## config.mk

```make
export PLATFORM = sky130hd
export DESIGN_NAME = digit_scanner
export DESIGN_NICKNAME = d
export VERILOG_FILES = /design/src/rtl/scan_pkg.sv /design/src/rtl/scan_seq.sv /design/src/rtl/bcd_mux.sv /design/src/rtl/strobe_gen.sv /design/src/rtl/digit_scanner.sv
export SDC_FILE = /design/constraint.sdc
export NUM_CORES = 1
export LEC_CHECK = 0
export BUFFER_PORTS_ARGS = -buffer_cell sky130_fd_sc_hd__buf_2
export CAP_MARGIN = 20
export CORE_MARGIN = 4
export CORE_UTILIZATION = 55
export DETAILED_ROUTE_END_ITERATION = 6
export HOLD_SLACK_MARGIN = 0.12
export PLACE_DENSITY = 0.79
export SYNTH_ARGS = -nofsm -noshare
export SYNTH_HDL_FRONTEND = slang
export SYNTH_SLANG_ARGS = --single-unit
export TNS_END_PERCENT = 1
```

## constraint.sdc

```tcl
create_clock -name clk -period 3.76 [get_ports clk]
set_input_delay 0.752 -clock clk [delete_from_list [all_inputs] [get_ports clk]]
set_output_delay 0.752 -clock clk [all_outputs]
set_load 0.005 [all_outputs]
```

## src/rtl/scan_pkg.sv

```systemverilog
package scan_pkg;
  localparam int BCD_W = 4;
  typedef logic [BCD_W-1:0] bcd_t;
endpackage

```

## src/rtl/scan_seq.sv

```systemverilog
module scan_seq #(
  parameter int N_DIG    = 5,
  parameter int SLOT_LEN = 200
) (
  input  logic             clk,
  input  logic             rst_n,
  input  logic             start,
  input  logic             ovr,
  output logic [N_DIG-1:0] digit_en,
  output logic             stb_req
);
  localparam int CNT_W = $clog2(SLOT_LEN + 1);
  localparam int IDX_W = (N_DIG > 1) ? $clog2(N_DIG) : 1;
  localparam int HALF  = SLOT_LEN / 2;

  logic [CNT_W-1:0] cnt_q;
  logic [IDX_W-1:0] idx_q;
  logic             running_q;
  logic             armed_q;

  logic             is_msd, is_lsd, at_end, at_mid;

  assign is_msd = (idx_q == '0);
  assign is_lsd = (idx_q == IDX_W'(N_DIG - 1));
  assign at_end = is_msd ? (cnt_q == CNT_W'(SLOT_LEN)) : (cnt_q == CNT_W'(SLOT_LEN - 1));
  assign at_mid = is_msd ? (cnt_q == CNT_W'(HALF))     : (cnt_q == CNT_W'(HALF - 1));

  assign stb_req = running_q && armed_q && at_mid;

  always_ff @(posedge clk) begin
    if (!rst_n) begin
      cnt_q     <= '0;
      idx_q     <= '0;
      running_q <= 1'b0;
      armed_q   <= 1'b0;
    end else if (start) begin
      cnt_q     <= '0;
      idx_q     <= '0;
      running_q <= 1'b1;
      armed_q   <= 1'b1;
    end else if (running_q) begin
      if (stb_req && is_lsd && ovr) begin
        running_q <= 1'b0;
        armed_q   <= 1'b0;
      end else if (at_end) begin
        cnt_q <= '0;
        if (is_lsd) begin
          idx_q   <= '0;
          armed_q <= 1'b0;
        end else begin
          idx_q <= idx_q + 1'b1;
        end
      end else begin
        cnt_q <= cnt_q + 1'b1;
      end
    end
  end

  for (genvar g = 0; g < N_DIG; g++) begin : g_en
    assign digit_en[g] = running_q && (idx_q == IDX_W'(N_DIG - 1 - g));
  end
endmodule

```

## src/rtl/bcd_mux.sv

```systemverilog
module bcd_mux
  import scan_pkg::*;
#(
  parameter int N_DIG = 5
) (
  input  logic [N_DIG*BCD_W-1:0] digits,
  input  logic [N_DIG-1:0]       digit_en,
  input  logic                   blank,
  output bcd_t                   bcd
);
  always_comb begin
    bcd = '0;
    for (int k = 0; k < N_DIG; k++) begin
      if (digit_en[k]) bcd = bcd | digits[k*BCD_W +: BCD_W];
    end
    if (blank) bcd = '0;
  end
endmodule

```

## src/rtl/strobe_gen.sv

```systemverilog
module strobe_gen (
  input  logic clk,
  input  logic stb_req,
  output logic strobe_n
);
  assign strobe_n = ~(stb_req & ~clk);
endmodule

```

## src/rtl/digit_scanner.sv

```systemverilog
module digit_scanner
  import scan_pkg::*;
#(
  parameter int N_DIG    = 5,
  parameter int SLOT_LEN = 200
) (
  input  logic                   clk,
  input  logic                   rst_n,
  input  logic                   res_valid,
  input  logic [N_DIG*BCD_W-1:0] res_digits,
  input  logic                   res_ovr,
  output logic [N_DIG-1:0]       digit_en,
  output logic [BCD_W-1:0]       bcd_out,
  output logic                   strobe_n
);
  logic [N_DIG*BCD_W-1:0] digits_q;
  logic                   ovr_q;
  logic                   stb_req;

  always_ff @(posedge clk) begin
    if (!rst_n) begin
      digits_q <= '0;
      ovr_q    <= 1'b0;
    end else if (res_valid) begin
      digits_q <= res_digits;
      ovr_q    <= res_ovr;
    end
  end

  scan_seq #(.N_DIG(N_DIG), .SLOT_LEN(SLOT_LEN)) seq_i (
    .clk      (clk),
    .rst_n    (rst_n),
    .start    (res_valid),
    .ovr      (ovr_q),
    .digit_en (digit_en),
    .stb_req  (stb_req)
  );

  bcd_mux #(.N_DIG(N_DIG)) mux_i (
    .digits   (digits_q),
    .digit_en (digit_en),
    .blank    (ovr_q),
    .bcd      (bcd_out)
  );

  strobe_gen stb_i (
    .clk      (clk),
    .stb_req  (stb_req),
    .strobe_n (strobe_n)
  );
endmodule

```

==> flow_metrics.env, run 1 <==
export IMPL_setup_tns_ns=0
export IMPL_die_x_um=64.86
export IMPL_crit_slowest_cell="or4_1"
export IMPL_use_met1_pct=25.40
export IMPL_maxSlewViolCount=0
export IMPL_busiest_layer="met2"
export IMPL_worstReg2RegStart="seq_i.idx_q[0]"
export IMPL_synth_distinct_cells=44
export IMPL_grt_pass1_vias=1661
export IMPL_place_hpwl_um=3044
export IMPL_initial_core_util_pct=57.76
export IMPL_hold_end="seq_i.armed_q"
export IMPL_rows=20
export IMPL_endpoint_kind="output pin"
export IMPL_crit_buf_inv=3
export IMPL_routabilityCongestion=0.8527
export IMPL_die_h_um=64.86
export IMPL_finalSetupViolCount=0
export IMPL_avgSynthCellArea_sq_um=9.025
export IMPL_postCtsHoldBufs=0
export IMPL_path_clk_slew_ns=0.11
export IMPL_yosysSeqAreaShare_pct=38.28
export IMPL_reg2reg_to="seq_i.cnt_q[5]"
export IMPL_path_cells="clkbuf_4, clkbuf_4, or4_1, buf_2"
export IMPL_overflow=0
export IMPL_nets=254
export IMPL_maxCapViolations=0
export IMPL_reg2regPathDepth=7
export IMPL_crit_path_max_fanout=2
export IMPL_fillers=264
export IMPL_first_iter_violations=167
export IMPL_core_area_sq_mm=0.003078
export IMPL_die_area_sq_mm=0.004206
export IMPL_async_flop_share_pct=0
export IMPL_area_growth_pct=14.36
export IMPL_vias=1549
export IMPL_grtUsageTotal_pct=22.53
export IMPL_r2r_slack_ns=1.43
export IMPL_syn_area_sq_mm=0.001778
export IMPL_antennaDiodeCount=0
export IMPL_cts_resized=0
export IMPL_slew_headroom_pct=54.62
export IMPL_antenna_found_initial=0
export IMPL_holdPathStages=2
export IMPL_grtUsageMet3_pct=8.839
export IMPL_routed_via_density=5.758
export IMPL_worst_slew_pin_slew_ns=0.6807
export IMPL_crit_path_frequent_cell="clkbuf_4"
export IMPL_crit_required_ns=3.01
export IMPL_drc=0
export IMPL_skew_ns=0.01055
export IMPL_cp_num_cells=4
export IMPL_syn_nets=227
export IMPL_min_from="seq_i.armed_q"
export IMPL_clkLatencyLatePin_ns=0.46
export IMPL_yosys_warnings=0
export IMPL_cts_tree="yes"
export IMPL_synth_ff_type="dfxtp_1"
export IMPL_power_density_mw_per_mm2=380.4
export IMPL_dpl_instance_area_sq_mm=0.001928
export IMPL_hold_path_class="flop to flop"
export IMPL_synth_seq_cells=34
export IMPL_ant_nets=0
export IMPL_worstSetupPathType="clock port to output pin"
export IMPL_rsz0062_at_grt="false"
export IMPL_path_delay_family="simple AND/OR/NAND/NOR gates"
export IMPL_final_layout_size_suffix_gt1_share_pct=21.78
export IMPL_io_pins=34
export IMPL_vdd_ir_drop_max_v=0.0002589
export IMPL_grt_first_pass_wirelength_um=7217
export IMPL_seq_area_sq_um=680.7
export IMPL_postCtsSetupBuffers=0
export IMPL_drt_pass1_iter_count=4
export IMPL_p_leak_uw=0.0008016
export IMPL_cpPeakStageDelay_ns=0.50
export IMPL_port_buffers=33
export IMPL_detail_route_wl_per_cell_um=15.45
export IMPL_grtUsageMet2_pct=35.12
export IMPL_startpoint_type="clock port"
export IMPL_status="completed"
export IMPL_fin_area_sq_mm=0.002033
export IMPL_critPathArrivalTime_ns=2.75
export IMPL_finalHoldViolCount=0
export IMPL_synth_cells=197
export IMPL_wl_um=4155
export IMPL_synth_edf_count=0
export IMPL_grt_max_degree=27
export IMPL_multi_input_area_sq_mm=0.001012
## placed cells by master (no fill, tap or decap), types with 3 or more instances in the layout
master / netlist / routed
dfxtp_1: 34 / 34
buf_2: 2 / 33
nor2b_1: 23 / 23
mux2i_1: 21 / 21
nand2_1: 17 / 17
a22oi_1: 8 / 8
nand3_1: 8 / 8
clkbuf_4: 0 / 8
a21oi_1: 7 / 7
ha_1: 6 / 6
and2_1: 5 / 5
a31oi_1: 5 / 5
inv_1: 4 / 4
o21ai_1: 4 / 4
nand4b_1: 3 / 3
## worst max-delay path by stage
| stage | start | slack, ns | end |
|---|---|---|---|
| after global routing | clk | 0.25 | strobe_n |
| after floorplan | clk | 0.60 | strobe_n |
| after detailed placement | clk | 0.50 | strobe_n |
| final | clk | 0.26 | strobe_n |
| after CTS | clk | 0.25 | strobe_n |
| after global placement | clk | 0.50 | strobe_n |
## cells in the mapped netlist, types with 2 or more instances
cell,count,area share (%)
ha_1,6,4.2
a21oi_1,7,2.0
nand3_1,8,2.3
buf_2,2,0.56
a21oi_2,2,0.99
o21ai_1,4,1.1
nand2b_1,2,0.70
nand4b_1,3,1.5
nor2b_1,23,8.1
a31oi_1,5,1.8
nor2_1,2,0.42
a22oi_1,8,3.4
nand2_1,17,3.6
dfxtp_1,34,38
clkbuf_1,13,2.7
or4_1,2,0.84
mux2i_1,21,12
and3_1,2,0.70
nor3_1,2,0.56
inv_1,4,0.84
and2_1,5,1.8
or3_1,2,0.70
o22ai_1,2,0.70
## report_power, final
group / switching (uW) / internal, uW / total (uW)
registers: 11.9 / 376 / 388
logic: 32.5 / 32.7 / 65.2
clock network: 146 / 175 / 321
## final cells by class
cell class                 instances  area share (%)
timing repair buffer              32           7.877
sequential                        34           33.48
clock buffer                       9           3.200
multi-input combinational        143           49.78
clock inverter                     3           2.215
tap                               44           2.708
inverter                           4          0.7385
## sequential cells by signal, indices dropped and copies added, names as in the netlist
signal,count
seq_i.running_q,1
ovr_q,1
seq_i.armed_q,1
seq_i.cnt_q,8
seq_i.idx_q,3
digits_q,20
## per-layer routing
| layer | routed length, um | vias up |
|---|---|---|
| met5 | 0 | - |
| met4 | 80 | 0 |
| met3 | 329 | 9 |
| met2 | 2010 | 69 |
| met1 | 1734 | 709 |
| li1 | - | 762 |
## through the flow
step / cells / setup WS, ns / util (%) / hold WS, ns / power, uW
2_1_floorplan: 197 / 0.5997 / - / 0.4284 / 438.3
3_3_place_gp: 258 / 0.5040 / 62.64 / 0.4443 / 457.0
3_5_place_dp: 258 / 0.5040 / 62.64 / 0.4660 / 461.2
4_1_cts: 269 / 0.2523 / 66.06 / 0.4821 / 780.7
5_1_grt: 269 / 0.2531 / 66.06 / 0.5297 / 805.0
6_report: 269 / 0.2566 / 66.06 / 0.4827 / 773.5
## worst register-to-register path, cell delays in order (launching register included)
cell and delay, ns:
dfxtp_1 0.36, inv_1 0.11, ha_1 0.27, or4b_1 0.49
o21a_2 0.18, o31ai_4 0.53, or4_1 0.21, a21oi_2 0.05
## cells by family after synthesis
| logic type | count (synthesis) | share of synthesized area, % |
|---|---|---|
| AO/OA/AOI/OAI | 41 | 16.54 |
| XOR/XNOR | 1 | 0.4927 |
| adder cells (fa/ha/maj) | 6 | 4.222 |
| buffers and inverters | 20 | 4.785 |
| flip-flops | 34 | 38.28 |
| multiplexers | 21 | 11.82 |
| AND/OR/NAND/NOR | 74 | 23.86 |
Note: power is estimated with default switching activity, not from simulation.
==> run 2, diff against run 1 <==
ABC_AREA = 1   (was unset)
PLACE_DENSITY = 0.8   (was 0.79)
==> run 2 against run 1 <==
Effect of this change: wire length is 6.6% lower; hold slack gained 0.012 ns; utilization fell by 1.1 points; first-iteration DRC count fell by 17%; critical path depth rose by 1; die area shrank 2.8%; power down 16%; register-to-register slack gained 0.60 ns; combinational power fell by 11%; clock power decreased by 37%; global-route usage shrank 0.96 points; non-clock buffer count unchanged.
==> flow_metrics.env, run 2 <==
export IMPL_status="completed"
export IMPL_synth_edf_count=0
export IMPL_endpoint_kind="output pin"
export IMPL_maxSlewViolCount=0
export IMPL_startpoint_type="clock port"
export IMPL_die_x_um=63.93
export IMPL_stdcell_count=320
export IMPL_wl_um=3881
export IMPL_grt_max_degree=25
export IMPL_routed_via_density=5.278
export IMPL_syn_area_sq_mm=0.001720
export IMPL_largest_reg_flops=20
export IMPL_cts_max_path_buffers=2
export IMPL_clock_root_buffer="clkbuf_4"
export IMPL_overflow=0
export IMPL_syn_nets=272
export IMPL_vdd_ir_drop_max_v=0.0002233
export IMPL_cts_tree="yes"
export IMPL_maxCapViolations=0
export IMPL_synth_seq_cells=34
export IMPL_power_density_mw_per_mm2=331.8
export IMPL_synth_top_area_share_pct=39.56
export IMPL_place_hpwl_um=2885
export IMPL_layout_setup_ws_ns=0.5001
export IMPL_finalSetupViolCount=0
export IMPL_slew_headroom_pct=51.08
export IMPL_m1WireLength_um=1838
export IMPL_rows=20
export IMPL_yosysSeqAreaShare_pct=39.56
export IMPL_initial_core_util_pct=56.82
export IMPL_nets=305
export IMPL_synth_top_cells_by_count="nor2_1 (55), nand2_1 (39), dfxtp_1 (34)"
export IMPL_final_common_cell="nor2_1"
export IMPL_async_flop_share_pct=0
export IMPL_port_buffers=33
export IMPL_final_cell_mix="nor2_1 (55), nand2_1 (39), dfxtp_1 (34)"
export IMPL_met2_length_um=1730
export IMPL_area_growth_pct=14.33
export IMPL_synth_ff_type="dfxtp_1"
export IMPL_numCtsBuffers=5
export IMPL_vias=1689
export IMPL_first_iter_violations=139
export IMPL_grtUsageTotal_pct=21.57
export IMPL_setup_tns_ns=0
export IMPL_wl_met3_um=234
export IMPL_postCtsHoldBufs=0
export IMPL_worstSetupPathType="clock port to output pin"
export IMPL_postCtsSetupBuffers=0
export IMPL_clkLatencyLatePin_ns=0.34
export IMPL_synth_cells=242
export IMPL_dpl_cell_count=312
export IMPL_hold_path_class="flop to flop"
export IMPL_io_pins=34
export IMPL_detail_route_wl_per_cell_um=12.13
export IMPL_cts_resized=0
export IMPL_p_total_uw=652.5
export IMPL_avgSynthCellArea_sq_um=7.109
export IMPL_skew_ns=0.005381
export IMPL_synth_top_cell_by_area="dfxtp_1"
export IMPL_netSwitchingFraction_pct=27.08
export IMPL_ant_nets=0
export IMPL_p_seq_share_pct=60.1
export IMPL_reg_top3="digits_q x20, seq_i.cnt_q x8, seq_i.idx_q x3"
export IMPL_regMostFlops="digits_q"
export IMPL_worst_slew_pin_slew_ns=0.7330
export IMPL_antennaDiodeCount=0
export IMPL_p_leak_uw=0.0008470
export IMPL_die_area_sq_mm=0.004087
export IMPL_comb_power_share_pct=8.9
export IMPL_crit_path_max_fanout=7
export IMPL_final_layout_size_suffix_gt1_share_pct=18.84
export IMPL_grt_pass1_vias=1605
export IMPL_synth_area_leaders="dfxtp_1 (40%), nor2_1 (12%), nand2_1 (8.5%)"
export IMPL_top_layer_used="met4"
export IMPL_cts_htree_levels=2
export IMPL_p_int_uw=475.9
export IMPL_rsz0062_at_grt="false"
export IMPL_antenna_found_initial=0
export IMPL_dp_worst_setup_slack_ns=0.8991
export IMPL_clkPwrFrac_pct=31.0
export IMPL_fin_area_sq_mm=0.001967
export IMPL_routabilityCongestion=0.9053
export IMPL_yosys_warnings=0
export IMPL_dpl_instance_area_sq_mm=0.001913
export IMPL_path_clk_slew_ns=0.11
export IMPL_critPathArrivalTime_ns=2.51
export IMPL_drt_pass1_iter_count=5
export IMPL_switchingPower_uw=176.7
export IMPL_synth_most_common_cell="nor2_1"
export IMPL_synth_distinct_cells=27
export IMPL_finalHoldViolCount=0
export IMPL_die_h_um=63.93
export IMPL_grt_first_pass_wirelength_um=7072
export IMPL_core_area_sq_mm=0.003028
export IMPL_drc=0
export IMPL_crit_required_ns=3.01
[run 2: changes by cell type in the layout (fill, tap and decap cells not counted), moves of 4 or more]
cell / delta
nor2_1: +53
nor2b_1: -23
o21ai_0: +23
nand2_1: +22
mux2i_1: -21
inv_1: +12
a21oi_1: +8
a31oi_1: -5
and2_1: -5
nand3_1: +5
a22oi_1: -4
o21ai_1: -4
[run 2: metal layers]
| layer | global-route usage (%) | up-vias |
|---|---|---|
| li1 | - | 864 |
| met1 | 28.12 | 764 |
| met2 | 33.81 | 50 |
| met3 | 4.921 | 11 |
| met4 | 9.434 | 0 |
| met5 | 0 | - |
[run 2: cells by family (layout without fill, tap and decap cells)]
family | Yosys count | after routing | synth area share (%)
xor gates and xnor gates | 4 | 4 | 2.037
AOI/OAI and AO/OA | 49 | 49 | 16.51
buffers and inverters | 27 | 61 | 5.963
and+or+nand+nor | 122 | 122 | 31.56
adders and majority gates | 6 | 6 | 4.364
DFF | 34 | 34 | 39.56
[run 2: layout make-up]
cell class,instances,area [sq um]
timing repair buffer,32,160.2
multi-input combinational,181,937.1
clock inverter,3,16.27
inverter,19,71.32
clock buffer,7,46.29
sequential,34,680.7
tap,44,55.05
fill,283,1061
[run 2: metrics by stage]
| step | hold WS (ns) | utilization (%) |
|---|---|---|
| 3_5_place_dp | 0.4743 | 63.18 |
| 5_1_grt | 0.5085 | 64.96 |
| 3_3_place_gp | 0.4691 | 63.18 |
| 2_1_floorplan | 0.4510 | - |
| 4_1_cts | 0.4904 | 64.96 |
| 6_report | 0.4948 | 64.96 |
[run 2: final timing paths]
kind             startpoint        endpoint  slack, ns  depth (start not counted)
max                     clk        strobe_n       0.50                          5
min           seq_i.armed_q   seq_i.armed_q       0.49                          2
max reg2reg  seq_i.idx_q[0]  seq_i.idx_q[2]       2.03                          9
min reg2reg   seq_i.armed_q   seq_i.armed_q       0.49                          2
[run 2: worst max-delay path: stages]
cell and delay, ns:
clkbuf_4 0.14, clkbuf_4 0.18, inv_1 0.06, nand4_1 0.09, buf_2 0.15
[run 2: power by group through the flow]
stage	clock network [uW]	logic (uW)	registers, uW
after floorplan	3.96	39.7	393
after global placement	3.96	56.7	400
after detailed placement	3.96	58.2	400
after CTS	208	58.6	392
after global routing	229	68.5	395
final	202	58.1	392
